File: config.mk
export PLATFORM = sky130hd
export DESIGN_NAME = panel_supply_supervisor
export DESIGN_NICKNAME = d
export VERILOG_FILES = /design/src/rtl/supv_pkg.sv /design/src/rtl/supv_flag_filter.sv /design/src/rtl/supv_flag_bank.sv /design/src/rtl/supv_fsm.sv /design/src/rtl/panel_supply_supervisor.sv
export SDC_FILE = /design/constraint.sdc
export NUM_CORES = 1
export LEC_CHECK = 0
export BUFFER_PORTS_ARGS = -buffer_cell sky130_fd_sc_hd__buf_2
export CORE_MARGIN = 8
export CORE_UTILIZATION = 48
export CTS_CLUSTER_SIZE = 30
export DETAILED_ROUTE_END_ITERATION = 7
export GPL_TIMING_DRIVEN = 0
export HOLD_SLACK_MARGIN = 0.08
export PLACE_DENSITY = 0.68
export REMOVE_ABC_BUFFERS = 1
export SLEW_MARGIN = 15
export SYNTH_ARGS = -nofsm -noshare
export SYNTH_HDL_FRONTEND = slang
export SYNTH_HIERARCHICAL = 1
export SYNTH_SLANG_ARGS = --single-unit
File: constraint.sdc
create_clock -name clk -period 2.4 [get_ports clk]
set_input_delay 0.36 -clock clk [delete_from_list [all_inputs] [get_ports clk]]
set_output_delay 0.36 -clock clk [all_outputs]
set_load 0.05 [all_outputs]
File: src/rtl/supv_pkg.sv
package supv_pkg;
  localparam int NFLAG   = 4;
  localparam int FLG_RISE = 0;
  localparam int FLG_FALL = 1;
  localparam int FLG_DSL  = 2;
  localparam int FLG_OT   = 3;

  typedef enum logic [1:0] {
    ST_OFF   = 2'd0,
    ST_RUN   = 2'd1,
    ST_DISCH = 2'd2,
    ST_THERM = 2'd3
  } supv_state_t;
endpackage

File: src/rtl/supv_flag_filter.sv
module supv_flag_filter #(
  parameter int SYNC_STAGES = 2,
  parameter int FILT_LEN    = 4
) (
  input  logic clk,
  input  logic rst,
  input  logic raw,
  output logic clean
);
  localparam int CNT_W = (FILT_LEN > 1) ? $clog2(FILT_LEN) : 1;

  logic [SYNC_STAGES-1:0] sync_q;
  logic [CNT_W-1:0]       agree_cnt;
  logic                   settled;

  always_ff @(posedge clk) begin
    if (rst) sync_q <= '0;
    else     sync_q <= {sync_q[SYNC_STAGES-2:0], raw};
  end

  assign settled = sync_q[SYNC_STAGES-1];

  // Accept a new level only after it has differed for FILT_LEN cycles.
  always_ff @(posedge clk) begin
    if (rst) begin
      clean     <= 1'b0;
      agree_cnt <= '0;
    end else if (settled == clean) begin
      agree_cnt <= '0;
    end else if (agree_cnt == CNT_W'(FILT_LEN - 1)) begin
      clean     <= settled;
      agree_cnt <= '0;
    end else begin
      agree_cnt <= agree_cnt + 1'b1;
    end
  end
endmodule

File: src/rtl/supv_flag_bank.sv
module supv_flag_bank #(
  parameter int NF          = 4,
  parameter int SYNC_STAGES = 2,
  parameter int FILT_LEN    = 4
) (
  input  logic          clk,
  input  logic          rst,
  input  logic [NF-1:0] raw_flags,
  output logic [NF-1:0] clean_flags
);
  for (genvar g = 0; g < NF; g++) begin : g_flt
    supv_flag_filter #(
      .SYNC_STAGES(SYNC_STAGES),
      .FILT_LEN   (FILT_LEN)
    ) u_flt (
      .clk  (clk),
      .rst  (rst),
      .raw  (raw_flags[g]),
      .clean(clean_flags[g])
    );
  end
endmodule

File: src/rtl/supv_fsm.sv
module supv_fsm
  import supv_pkg::*;
#(
  parameter int NDIS = 2
) (
  input  logic             clk,
  input  logic             rst,
  input  logic [NFLAG-1:0] flags,
  output logic             pwr_good,
  output logic             force_high,
  output logic             tri_all,
  output logic [NDIS-1:0]  dis_cmd
);
  supv_state_t state_q, state_d;
  logic        sup_ok_q, sup_ok_d;
  logic        f_rise, f_fall, f_dsl, f_ot;

  assign f_rise = flags[FLG_RISE];
  assign f_fall = flags[FLG_FALL];
  assign f_dsl  = flags[FLG_DSL];
  assign f_ot   = flags[FLG_OT];

  // Hysteretic supply window: set on upper crossing, cleared on lower.
  always_comb begin
    sup_ok_d = sup_ok_q;
    if (f_fall)      sup_ok_d = 1'b0;
    else if (f_rise) sup_ok_d = 1'b1;
  end

  // Release by the lower threshold wins, then thermal, then discharge.
  always_comb begin
    state_d = state_q;
    if (f_fall) begin
      state_d = ST_OFF;
    end else if (f_ot) begin
      state_d = ST_THERM;
    end else begin
      unique case (state_q)
        ST_OFF:   if (f_rise) state_d = f_dsl ? ST_DISCH : ST_RUN;
        ST_RUN:   if (f_dsl)  state_d = ST_DISCH;
        ST_DISCH: state_d = ST_DISCH;
        ST_THERM: state_d = ST_THERM;
        default:  state_d = ST_OFF;
      endcase
    end
  end

  always_ff @(posedge clk) begin
    if (rst) begin
      state_q    <= ST_OFF;
      sup_ok_q   <= 1'b0;
      pwr_good   <= 1'b0;
      force_high <= 1'b0;
      tri_all    <= 1'b0;
      dis_cmd    <= '0;
    end else begin
      state_q    <= state_d;
      sup_ok_q   <= sup_ok_d;
      pwr_good   <= sup_ok_d;
      force_high <= (state_d == ST_DISCH);
      tri_all    <= (state_d == ST_THERM);
      dis_cmd    <= {NDIS{state_d == ST_DISCH}};
    end
  end
endmodule

File: src/rtl/panel_supply_supervisor.sv
module panel_supply_supervisor
  import supv_pkg::*;
#(
  parameter int NDIS        = 2,
  parameter int SYNC_STAGES = 2,
  parameter int FILT_LEN    = 4
) (
  input  logic            clk,
  input  logic            rst,
  input  logic            sup_above_rise,
  input  logic            sup_below_fall,
  input  logic            dsense_low,
  input  logic            over_temp,
  output logic            pwr_good,
  output logic            force_high,
  output logic            tri_all,
  output logic [NDIS-1:0] dis_cmd
);
  logic [NFLAG-1:0] raw_flags, clean_flags;

  always_comb begin
    raw_flags           = '0;
    raw_flags[FLG_RISE] = sup_above_rise;
    raw_flags[FLG_FALL] = sup_below_fall;
    raw_flags[FLG_DSL]  = dsense_low;
    raw_flags[FLG_OT]   = over_temp;
  end

  supv_flag_bank #(
    .NF         (NFLAG),
    .SYNC_STAGES(SYNC_STAGES),
    .FILT_LEN   (FILT_LEN)
  ) u_bank (
    .clk        (clk),
    .rst        (rst),
    .raw_flags  (raw_flags),
    .clean_flags(clean_flags)
  );

  supv_fsm #(
    .NDIS(NDIS)
  ) u_fsm (
    .clk       (clk),
    .rst       (rst),
    .flags     (clean_flags),
    .pwr_good  (pwr_good),
    .force_high(force_high),
    .tri_all   (tri_all),
    .dis_cmd   (dis_cmd)
  );
endmodule

=== Word-level counts from Yosys, hierarchy flattened ===
Index checks and enable logic that the tools add are counted.
Widths: inputs -> output; s select.

* Equal/unequal tests: 13
* Reductions and logical operators: 10
* Mux-type cells: 6
* Bitwise gates (word level): 4
* Add/sub/neg operators: 4

{| class="wikitable"
|+ Operator list
! kind !! count
|-
| $eq 2x2->1 const B || 8
|-
| $reduce_or 3->1 || 4
|-
| $mux 2 || 5
|-
| $add 2x1->2 const B || 4
|-
| $pmux 2 s4 || 1
|-
| $reduce_and 2->1 || 4
|-
| $eq 1x1->1 || 4
|-
| $not 1->1 || 4
|-
| $eq 2x1->1 const B || 1
|-
| $logic_not 2->1 || 1
|-
| $reduce_or 2->1 || 1
|}

* Output and inout bits: 5
* Register bits: 26
* Input bits: 6

=== Logic depth before layout (Yosys ltp) ===
Gate-level depths: netlist (run 1).

* Depth after elaboration: 6
* Depth in mapped cells: 3

=== By module ===
The synthesis (run 1) kept the hierarchy.

{| class="wikitable"
|+ By module, submodules not included
! module !! times used !! cells each !! area an instance (um2)
|-
| supv_flag_filter || 4 || 13 || 168.9
|-
| supv_fsm || 1 || 17 || 188.9
|}

=== Worst setup path after synthesis (run 1) ===
No wires, ideal clock.

* Path kind: register to output
* From: reg u_fsm/dis_cmd[0] (netlist name)
* To: out dis_cmd[0]
* Stages on the path, launching flop included: 2
* Slack: 1.126 ns
* Path buffers: 1
* Data required time: 2.040 ns
* Arrival: 0.914 ns
* Cells stage by stage: dfxtp_1 buf_4

{| class="wikitable"
|+ RTL lines
! item !! line !! source
|-
| to (decl) || panel_supply_supervisor.sv:17 || <nowiki>output logic [NDIS-1:0] dis_cmd</nowiki>
|}

No word-level cell between the ends.

==> results.json, run 1 <==
{
  "final.setup_skew_ps": 5.01,
  "cpPeakStageDelay_ps": 350,
  "maxSlewViolCount": 0,
  "clock_path_buffers": 2,
  "syn-mean-instance-area_um2": 12.5,
  "synth_seq_cells": 25,
  "synth_cell_types": 16,
  "rsz0062_at_grt": "no",
  "max_clock_freq_mhz": 785,
  "rr_worst_depth": 2,
  "die_x_um": 58.4,
  "reg2reg_from": "u_bank/g_flt[2].u_flt/clean$_SDFFE_PP0P_",
  "antenna_cells": 0,
  "finalSetupViolCount": 0,
  "cts.sinks": 25,
  "crit_buf_inv": 1,
  "layout_common_cells": "dfxtp_1 (25), buf_2 (10), nor2b_1 (9)",
  "cp_data_arrival_time_ps": 910,
  "fp-row-count": 15,
  "ios": 11,
  "wire_per_inst_um": 10.3,
  "reg2reg_setup_slack_ps": 1430,
  "seq_area_frac_synth_pct": 57.9,
  "fin_crit_ps": 1270,
  "cts_tree": "yes",
  "p_leak_uw": 0.000391,
  "vias": 515,
  "clock_latency_ps": 300,
  "synth_area_um2": 865,
  "final_common_cell": "dfxtp_1",
  "antenna_found_initial": 0,
  "powerDensity_mw_per_mm2": 644,
  "timing.critical_path.to": "force_high",
  "criticalPathCategory": "flop to output pin",
  "drt_wl_total_um": 1090,
  "synth.area.top_cells": "dfxtp_1 (58%), nor4b_2 (6.9%), nor2b_1 (6.5%), ha_1 (5.8%), mux2i_1 (4.6%)",
  "avgViaCountPerCell": 4.86,
  "gp_congestion": 0.659,
  "grt_first_pass_wirelength_um": 1860,
  "nets": 92,
  "critPathSlowestCell": "dfxtp_1",
  "maxCapViolations": 0,
  "final_hold_viol_count": 0,
  "peakVddDrop_mv": 0.499,
  "post-route-util_pct": 56.0,
  "relSlewSlack_pct": 73.0,
  "status": "complete, no violations",
  "ctsHtreeMaxLevel": 1,
  "grt_max_degree": 23,
  "required_ps": 2040,
  "drt_iter0_drc": 5,
  "die-height_um": 58.4,
  "netlist.top_cell.by_area": "dfxtp_1",
  "clockRootBuffer": "clkbuf_4",
  "tritoncts.num_buffers": 3,
  "cp_cell_sequence": "buf_2",
  "path_clk_slew_ps": 120,
  "hold_class": "input port to flop",
  "tns_ps": 0,
  "critPathLaunch": "u_fsm/dis_cmd[0]$_SDFF_PP0_",
  "drc_errors": 0,
  "start_util_pct": 50.6,
  "fin_crit_sh_pct": 53.1,
  "r2r_end": "u_fsm/state_q[0]$_SDFF_PP0_",
  "synthCells": 69,
  "first_pass_iters": 3,
  "end_kind": "output pin",
  "cp_max_fo": 3,
  "dp.final_hpwl_um": 805,
  "cts_setup_buffers": 0,
  "cts_hold_buf": 0,
  "port_buffers": 10,
  "crit_path_start_kind": "flop",
  "grt-ovfl-total": 0,
  "grt_pass1_vias": 474,
  "synth_warnings": 6,
  "ant_nets": 0,
  "cp_top_family": "flip-flops",
  "synth_top_area_share_pct": 57.9,
  "worst_pin_slew_ps": 405,
  "die_area_mm2": 0.00342,
  "core_mm2": 0.00171,
  "syn_to_final_growth_pct": 10.7,
  "ctsResizeCount": 0,
  "track_usage_pct": 7.06,
  "drive_above_1_share_pct": 22.2,
  "cp.depth": 1
}
[stage by stage]
step | cell area (um2) | power, uW | setup slack (ps) | hold slack [ps] | std cells
floorplan | 850 | 446 | 809 | 404 | 67
global placement | 931 | 456 | 1260 | 415 | 102
detailed placement | 931 | 458 | 1250 | 428 | 102
CTS | 957 | 627 | 1110 | 255 | 106
global route | 957 | 652 | 1060 | 234 | 106
finish | 957 | 616 | 1130 | 259 | 106
[where the power goes]
part           switching, uW  total (uW)  leakage [uW]  internal [uW]
clock network            105         169     0.0000150           64.7
logic                   10.8        20.8      0.000173           9.95
registers               3.31         426      0.000203            423
total                    119         616      0.000391            498
[routing by layer]
layer,wire (um),part of all wire (%),track usage [%]
met3,82,7.5,5.00
met2,460,42,10.6
met4,12,1.1,2.10
met5,0,0,0
met1,531,49,7.76
[sequential cells by signal, indices dropped and copies added, names as in the netlist]
| register | flops |
|---|---|
| u_fsm/dis_cmd | 1 |
| u_bank/g_flt.u_flt/agree_cnt | 8 |
| u_bank/g_flt.u_flt/sync_q | 8 |
| u_fsm/sup_ok_q | 1 |
| u_bank/g_flt.u_flt/clean | 4 |
| u_fsm/state_q | 2 |
| u_fsm/tri_all | 1 |
[how the worst min path moves through the flow]
stage	from	end	slack, ps	depth (start not counted)
3_3_place_gp	u_bank/g_flt[2].u_flt/agree_cnt[0]$_SDFF_PP0_	u_bank/g_flt[2].u_flt/agree_cnt[0]$_SDFF_PP0_	420	1
3_5_place_dp	u_bank/g_flt[2].u_flt/sync_q[0]$_SDFF_PP0_	u_bank/g_flt[2].u_flt/sync_q[1]$_SDFF_PP0_	430	1
5_1_grt	sup_below_fall	u_bank/g_flt[1].u_flt/sync_q[0]$_SDFF_PP0_	230	2
4_1_cts	sup_above_rise	u_bank/g_flt[0].u_flt/sync_q[0]$_SDFF_PP0_	250	2
6_report	sup_above_rise	u_bank/g_flt[0].u_flt/sync_q[0]$_SDFF_PP0_	260	2
2_1_floorplan	u_bank/g_flt[0].u_flt/agree_cnt[0]$_SDFF_PP0_	u_bank/g_flt[0].u_flt/agree_cnt[0]$_SDFF_PP0_	400	1
[cell type report]
type	count	area, um2
Clock buffer	4	26.3
Tap cell	25	31.3
Fill cell	143	751
Multi-Input combinational cell	42	349
Sequential cell	25	500
Timing Repair Buffer	10	50.0
[Yosys cell counts]
library cell / n
dfxtp_1: 25
o211a_1: 1
o311a_1: 1
nor4b_2: 4
ha_1: 4
o31a_2: 1
nor2b_1: 9
a21oi_1: 1
mux2i_1: 4
xnor2_1: 4
o21a_1: 2
nor4_1: 4
nor2_1: 5
nor3_1: 1
buf_4: 2
or3b_1: 1
[cells by family after synthesis]
| logic type | share of synthesized area [%] |
|---|---|
| adder cells (fa/ha/maj) | 5.79 |
| AND/OR/NAND/NOR | 20.1 |
| multiplexers | 4.63 |
| buffers and inverters | 1.74 |
| flip-flops | 57.9 |
| AO/OA/AOI/OAI | 5.79 |
| XOR/XNOR | 4.05 |
Power figures use the tool's default switching activity.
==> run 2, diff against run 1 <==
Settings changed: ABC_AREA set to 1, PLACE_DENSITY 0.68 to 0.7.
Clock period 2.4 ns to 1.1 ns, I/O delays scaled along.
==> run 2 against run 1 <==
Against the previous run: critical path depth stayed put; final cell count is 54% higher; flip-flop and latch count stayed put; sequential power increased by 120%; via count grew 32%; clock power is 130% higher; first-iteration DRC count grew 100%; die area grew 7.1%; utilization is 1.1 points higher; sequential share of layout area shrank 6.7 points; synthesized cell count increased by 74%.
==> results.json, run 2 <==
{
  "synth_compound_area_share_pct": 0,
  "critPathSlowestCell": "dfxtp_1",
  "synth_warnings": 6,
  "hold_class": "input port to flop",
  "grt_first_pass_wirelength_um": 2520,
  "die-height_um": 60.5,
  "cts_tree": "yes",
  "synth_ff_type": "dfxtp_1",
  "track_usage_pct": 9.23,
  "cp_cell_sequence": "buf_4",
  "whs_ps": 225,
  "syn-mean-instance-area_um2": 7.91,
  "synthMuxAreaShare_pct": 0,
  "drt_wl_total_um": 1390,
  "die_x_um": 60.5,
  "dp_cells": 155,
  "grt_pass1_vias": 652,
  "maxCapViolations": 0,
  "worst_pin_slew_ps": 334,
  "grt_max_degree": 18,
  "yosysMostFrequentCell": "nor2_1",
  "async_reset_ff_share_pct": 0,
  "synth_top_area_share_pct": 52.7,
  "tns_ps": 0,
  "tritoncts.num_buffers": 3,
  "antenna_found_initial": 0,
  "synth_seq_cells": 25,
  "clock_path_buffers": 2,
  "cp.depth": 1,
  "p_leak_uw": 0.000521,
  "path_clk_slew_ps": 120,
  "cts_setup_buffers": 0,
  "antenna_cells": 0,
  "peakVddDrop_mv": 0.895,
  "synth_cell_types": 11,
  "grt-ovfl-total": 0,
  "synth_edf_count": 0,
  "synth_xor_area_share_pct": 0,
  "fp-row-count": 16,
  "crit_path_start_kind": "flop",
  "cp_max_fo": 3,
  "top_regs": "u_bank/g_flt.u_flt/agree_cnt x8, u_bank/g_flt.u_flt/sync_q x8, u_bank/g_flt.u_flt/clean x4",
  "finalSetupViolCount": 0,
  "avgViaCountPerCell": 4.16,
  "core_mm2": 0.00192,
  "vias": 678,
  "ant_nets": 0,
  "rr_worst_depth": 4,
  "maxSlewViolCount": 0,
  "drive_above_1_share_pct": 19.9,
  "fin_crit_sh_pct": 94.8,
  "post-route-util_pct": 57.1,
  "reg2reg_from": "u_bank/g_flt[1].u_flt/agree_cnt[0]$_SDFF_PP0_",
  "crit_buf_inv": 1,
  "synthCells": 120,
  "drc_errors": 0,
  "synthTopCellsByCount": "nor2_1 (31), inv_1 (28), dfxtp_1 (25)",
  "gp_congestion": 0.750,
  "end_kind": "output pin",
  "port_buffers": 10,
  "final_hold_viol_count": 0,
  "clockRootBuffer": "clkbuf_4",
  "synth_area_um2": 950,
  "first_pass_iters": 3,
  "relSlewSlack_pct": 77.8,
  "status": "complete, no violations",
  "layout_common_cells": "nor2_1 (31), inv_1 (28), dfxtp_1 (25)",
  "cp_data_arrival_time_ps": 880,
  "synth_top_family_by_area": "simple AND/OR/NAND/NOR gates",
  "whs_path_depth": 2,
  "dpl_cell_area_mm2": 0.00102,
  "ios": 11,
  "powerDensity_mw_per_mm2": 1250,
  "rsz0062_at_grt": "yes",
  "cp_top_family": "flip-flops",
  "start_util_pct": 49.4,
  "n_fill_cell": 190,
  "critPathLaunch": "u_fsm/dis_cmd[0]$_SDFF_PP0_",
  "final_common_cell": "nor2_1",
  "required_ps": 940,
  "drt_iter0_drc": 10,
  "seq_area_frac_synth_pct": 52.7,
  "syn_to_final_growth_pct": 15.5,
  "max_clock_freq_mhz": 959,
  "cpPeakStageDelay_ps": 370,
  "fin_crit_ps": 1040,
  "wire_per_inst_um": 8.54,
  "dp.final_hpwl_um": 1030,
  "die_area_mm2": 0.00366,
  "clock_latency_ps": 300,
  "stdcell_area_mm2": 0.00110,
  "nets": 147,
  "final_cells": 163,
  "synth.area.top_cells": "dfxtp_1 (53%), nor2_1 (12%), inv_1 (11%), ha_1 (5.3%), nand2_1 (4.7%)",
  "criticalPathCategory": "flop to output pin",
  "netlist.top_cell.by_area": "dfxtp_1",
  "synthSimpleGateAreaFrac_pct": 28.6,
  "min_from": "rst",
  "synthAdderAreaFrac_pct": 5.27,
  "cts.sinks": 25,
  "final.setup_skew_ps": 3.27,
  "ctsHtreeMaxLevel": 1
}
==> run 2: cell types whose count changed in the layout (fill, tap and decap cells not counted), sizes merged, moves of 9 or more <==
| cell | delta |
|---|---|
| nor2 | +30 |
| nand2 | +16 |
| nor2b | -9 |
| inv | +30 |
==> run 2: cell families after synthesis <==
group / after synthesis
buffers and inverters: 32
adder cells (fa/ha/maj): 4
flip-flops: 25
AND/OR/NAND/NOR: 59
==> run 2: worst paths after layout <==
kind	endpoint	slack [ps]
worst min-delay path	u_bank/g_flt[2].u_flt/sync_q[1]$_SDFF_PP0_	220
worst max-delay path	dis_cmd[0]	60
worst min register to register	u_bank/g_flt[1].u_flt/sync_q[1]$_SDFF_PP0_	410
worst max register to register	u_bank/g_flt[1].u_flt/agree_cnt[0]$_SDFF_PP0_	170
==> run 2: report_power, final <==
group | internal [uW] | switching (uW)
sequential | 924 | 8.18
combinational | 29.9 | 34.2
clock | 141 | 240
total | 1090 | 282
==> run 2: stage by stage <==
stage          power [uW]  setup slack (ps)
6_report             1380              57.4
2_1_floorplan         982              -296
5_1_grt              1460             -21.3
4_1_cts              1400             -11.3
3_5_place_dp         1010               178
3_3_place_gp         1000               233
==> run 2: metal layers <==
metal  vias up  GRT usage [%]  wire [um]
met5         -              0          0
met4         0           5.98         12
met3         2           3.60         86
met2        11           16.0        647
met1       293           8.97        646
li1        372              -          -
==> run 2: repair_timing <==
action	CTS	global route
endpoints found under the hold margin	4	0
gates resized for setup	0	9
setup endpoints to repair	3	5
hold buffers	4	0
cloned	0	0
pin swaps	0	0
==> run 2: final cells by class <==
type | instances | area [um2] | share of cell area (%)
well taps | 27 | 33.8 | 3.08
multi-input cells | 63 | 322 | 29.3
inverters | 30 | 113 | 10.3
flip-flops and latches | 25 | 500 | 45.6
repair buffers | 14 | 103 | 9.35
clock buffers | 4 | 26.3 | 2.39
==> run 3, diff against run 2 <==
Settings changed: PLACE_DENSITY 0.7 to 0.71, SYNTH_HIERARCHICAL 1 to unset.
==> run 3 against run 2 <==
Against the previous run: wire length fell by 8.1%; final area fell by 6.6%; first-iteration DRC count fell by 20%; fmax fell by 1.8%; die area fell by 4.4%; register-to-register slack improved by 40 ps; flip-flop and latch count did not move; synthesized cell count fell by 10%; critical endpoint is now force_high.
==> results.json, run 3 <==
{
  "status": "complete, no violations",
  "core_mm2": 0.00175,
  "rr_worst_depth": 4,
  "rsz0062_at_grt": "yes",
  "die_area_mm2": 0.00350,
  "multiInputGateArea_um2": 288,
  "yosysMostFrequentCell": "nor2_1",
  "avgViaCountPerCell": 4.28,
  "synth_top_area_share_pct": 56.0,
  "stdcell_area_mm2": 0.00102,
  "top_layer": "met4",
  "clock_latency_ps": 300,
  "fin_crit_ps": 1060,
  "synth_warnings": 0,
  "hold_class": "input port to flop",
  "vias": 634,
  "power_uw": 1380,
  "p_leak_uw": 0.000502,
  "crit_path_start_kind": "flop",
  "dp.final_hpwl_um": 921,
  "relSlewSlack_pct": 82.6,
  "dpl_cell_area_um2": 948,
  "fp-row-count": 15,
  "required_ps": 940,
  "first_pass_iters": 4,
  "ios": 11,
  "drt_wl_total_um": 1280,
  "wl_met2_um": 611,
  "grt-ovfl-total": 0,
  "grt_pass1_vias": 613,
  "synthTopCellsByCount": "nor2_1 (30), dfxtp_1 (25), inv_1 (20)",
  "peakVddDrop_mv": 0.900,
  "wl_met3_um": 101,
  "tns_ps": 0,
  "powerDensity_mw_per_mm2": 1340,
  "maxCapViolations": 0,
  "clock_path_buffers": 2,
  "ant_nets": 0,
  "netlist.top_cell.by_area": "dfxtp_1",
  "grt_max_degree": 15,
  "start_util_pct": 51.2,
  "antenna_found_initial": 0,
  "path_clk_slew_ps": 120,
  "cpPeakStageDelay_ps": 360,
  "critPathSlowestCell": "dfxtp_1",
  "cp_cell_sequence": "clkbuf_4",
  "nets": 134,
  "drc_errors": 0,
  "port_buffers": 10,
  "synth.area.top_cells": "dfxtp_1 (56%), nor2_1 (13%), inv_1 (8.4%), ha_1 (5.6%), nand2_1 (3.8%)",
  "ctsHtreeMaxLevel": 1,
  "layout_common_cells": "nor2_1 (30), dfxtp_1 (25), inv_1 (20)",
  "async_reset_ff_share_pct": 0,
  "wire_per_inst_um": 8.64,
  "end_kind": "output pin",
  "crit_buf_inv": 1,
  "whs_path_depth": 2,
  "clockRootBuffer": "clkbuf_4",
  "fin_crit_sh_pct": 96.5,
  "synth_seq_cells": 25,
  "drive_above_1_share_pct": 15.4,
  "maxSlewViolCount": 0,
  "seq_area_um2": 500,
  "cp.depth": 1,
  "cts.sinks": 25,
  "post-route-util_pct": 58.7,
  "cp_data_arrival_time_ps": 900,
  "gp_congestion": 0.728,
  "criticalPathCategory": "flop to output pin",
  "synthCells": 108,
  "n_fill_cell": 165,
  "synth_cell_types": 13,
  "die-height_um": 59.1,
  "final_hold_viol_count": 0,
  "synth_edf_count": 0,
  "cp_top_family": "flip-flops",
  "wl_met1_um": 553,
  "max_clock_freq_mhz": 942,
  "die_x_um": 59.1,
  "tritoncts.num_buffers": 3,
  "cp_max_fo": 3,
  "worst_pin_slew_ps": 261,
  "syn-mean-instance-area_um2": 8.27,
  "cts_tree": "yes",
  "finalSetupViolCount": 0,
  "synth_area_um2": 893,
  "top_regs": "u_bank.g_flt.u_flt.agree_cnt x8, u_bank.g_flt.u_flt.sync_q x8, u_bank.g_flt.u_flt.clean x4",
  "track_usage_pct": 8.51,
  "seq_area_frac_synth_pct": 56.0,
  "drt_iter0_drc": 8,
  "grt_first_pass_wirelength_um": 2280,
  "syn_to_final_growth_pct": 14.7,
  "final_common_cell": "nor2_1",
  "antenna_cells": 0,
  "synth_ff_type": "dfxtp_1",
  "final.setup_skew_ps": 1.02
}
run 3: where the power goes:
group          leakage [uW]  switching, uW  internal [uW]
sequential         0.000203           8.63            923
clock             0.0000150            242            141
combinational      0.000284           31.8           29.8
total              0.000502            282           1090
run 3: timing repair:
| item | 4_1_cts | 5_1_grt |
|---|---|---|
| setup endpoints to repair | 3 | 4 |
| gates resized for setup | 0 | 5 |
| pin swaps | 0 | 0 |
| hold endpoints to repair | 4 | 0 |
| buffers inserted | 0 | 0 |
| hold buffers | 4 | 0 |
run 3: worst paths after layout:
| path | endpoint | startpoint | slack, ps |
|---|---|---|---|
| hold / removal | u_bank.g_flt[3].u_flt.sync_q[0]$_SDFF_PP0_ | rst | 190 |
| setup / recovery | force_high | u_fsm.force_high$_SDFF_PP0_ | 40 |
| setup reg to reg | u_bank.g_flt[0].u_flt.agree_cnt[1]$_SDFF_PP0_ | u_bank.g_flt[0].u_flt.agree_cnt[0]$_SDFF_PP0_ | 210 |
| hold reg to reg | u_bank.g_flt[3].u_flt.sync_q[1]$_SDFF_PP0_ | u_bank.g_flt[3].u_flt.sync_q[0]$_SDFF_PP0_ | 410 |
run 3: cell families after synthesis:
group,Yosys count,synth area share [%]
adders and majority gates,4,5.60
DFF,25,56.0
and+or+nand+nor,42,18.5
AOI/OAI and AO/OA,13,8.12
buffers and inverters,24,11.8
run 3: cell type report:
| cell class | instances | share of cell area, % |
|---|---|---|
| Clock buffer | 4 | 2.56 |
| Tap cell | 25 | 3.05 |
| Timing Repair Buffer | 14 | 9.77 |
| Multi-Input combinational cell | 59 | 28.1 |
| Sequential cell | 25 | 48.8 |
| Inverter | 21 | 7.69 |
run 3: metrics by stage:
stage | setup WS, ps | cells | hold slack (ps)
floorplan | -296 | 105 | 236
global placement | 266 | 140 | 365
detailed placement | 220 | 140 | 373
CTS | -10.1 | 148 | 180
global route | -29.0 | 148 | 187
finish | 38.5 | 148 | 189
run 3: metal layers:
| layer | up-vias | GRT usage (%) |
|---|---|---|
| li1 | 348 | - |
| met4 | 0 | 6.14 |
| met3 | 2 | 3.04 |
| met2 | 13 | 15.0 |
| met5 | - | 0 |
| met1 | 271 | 7.98 |
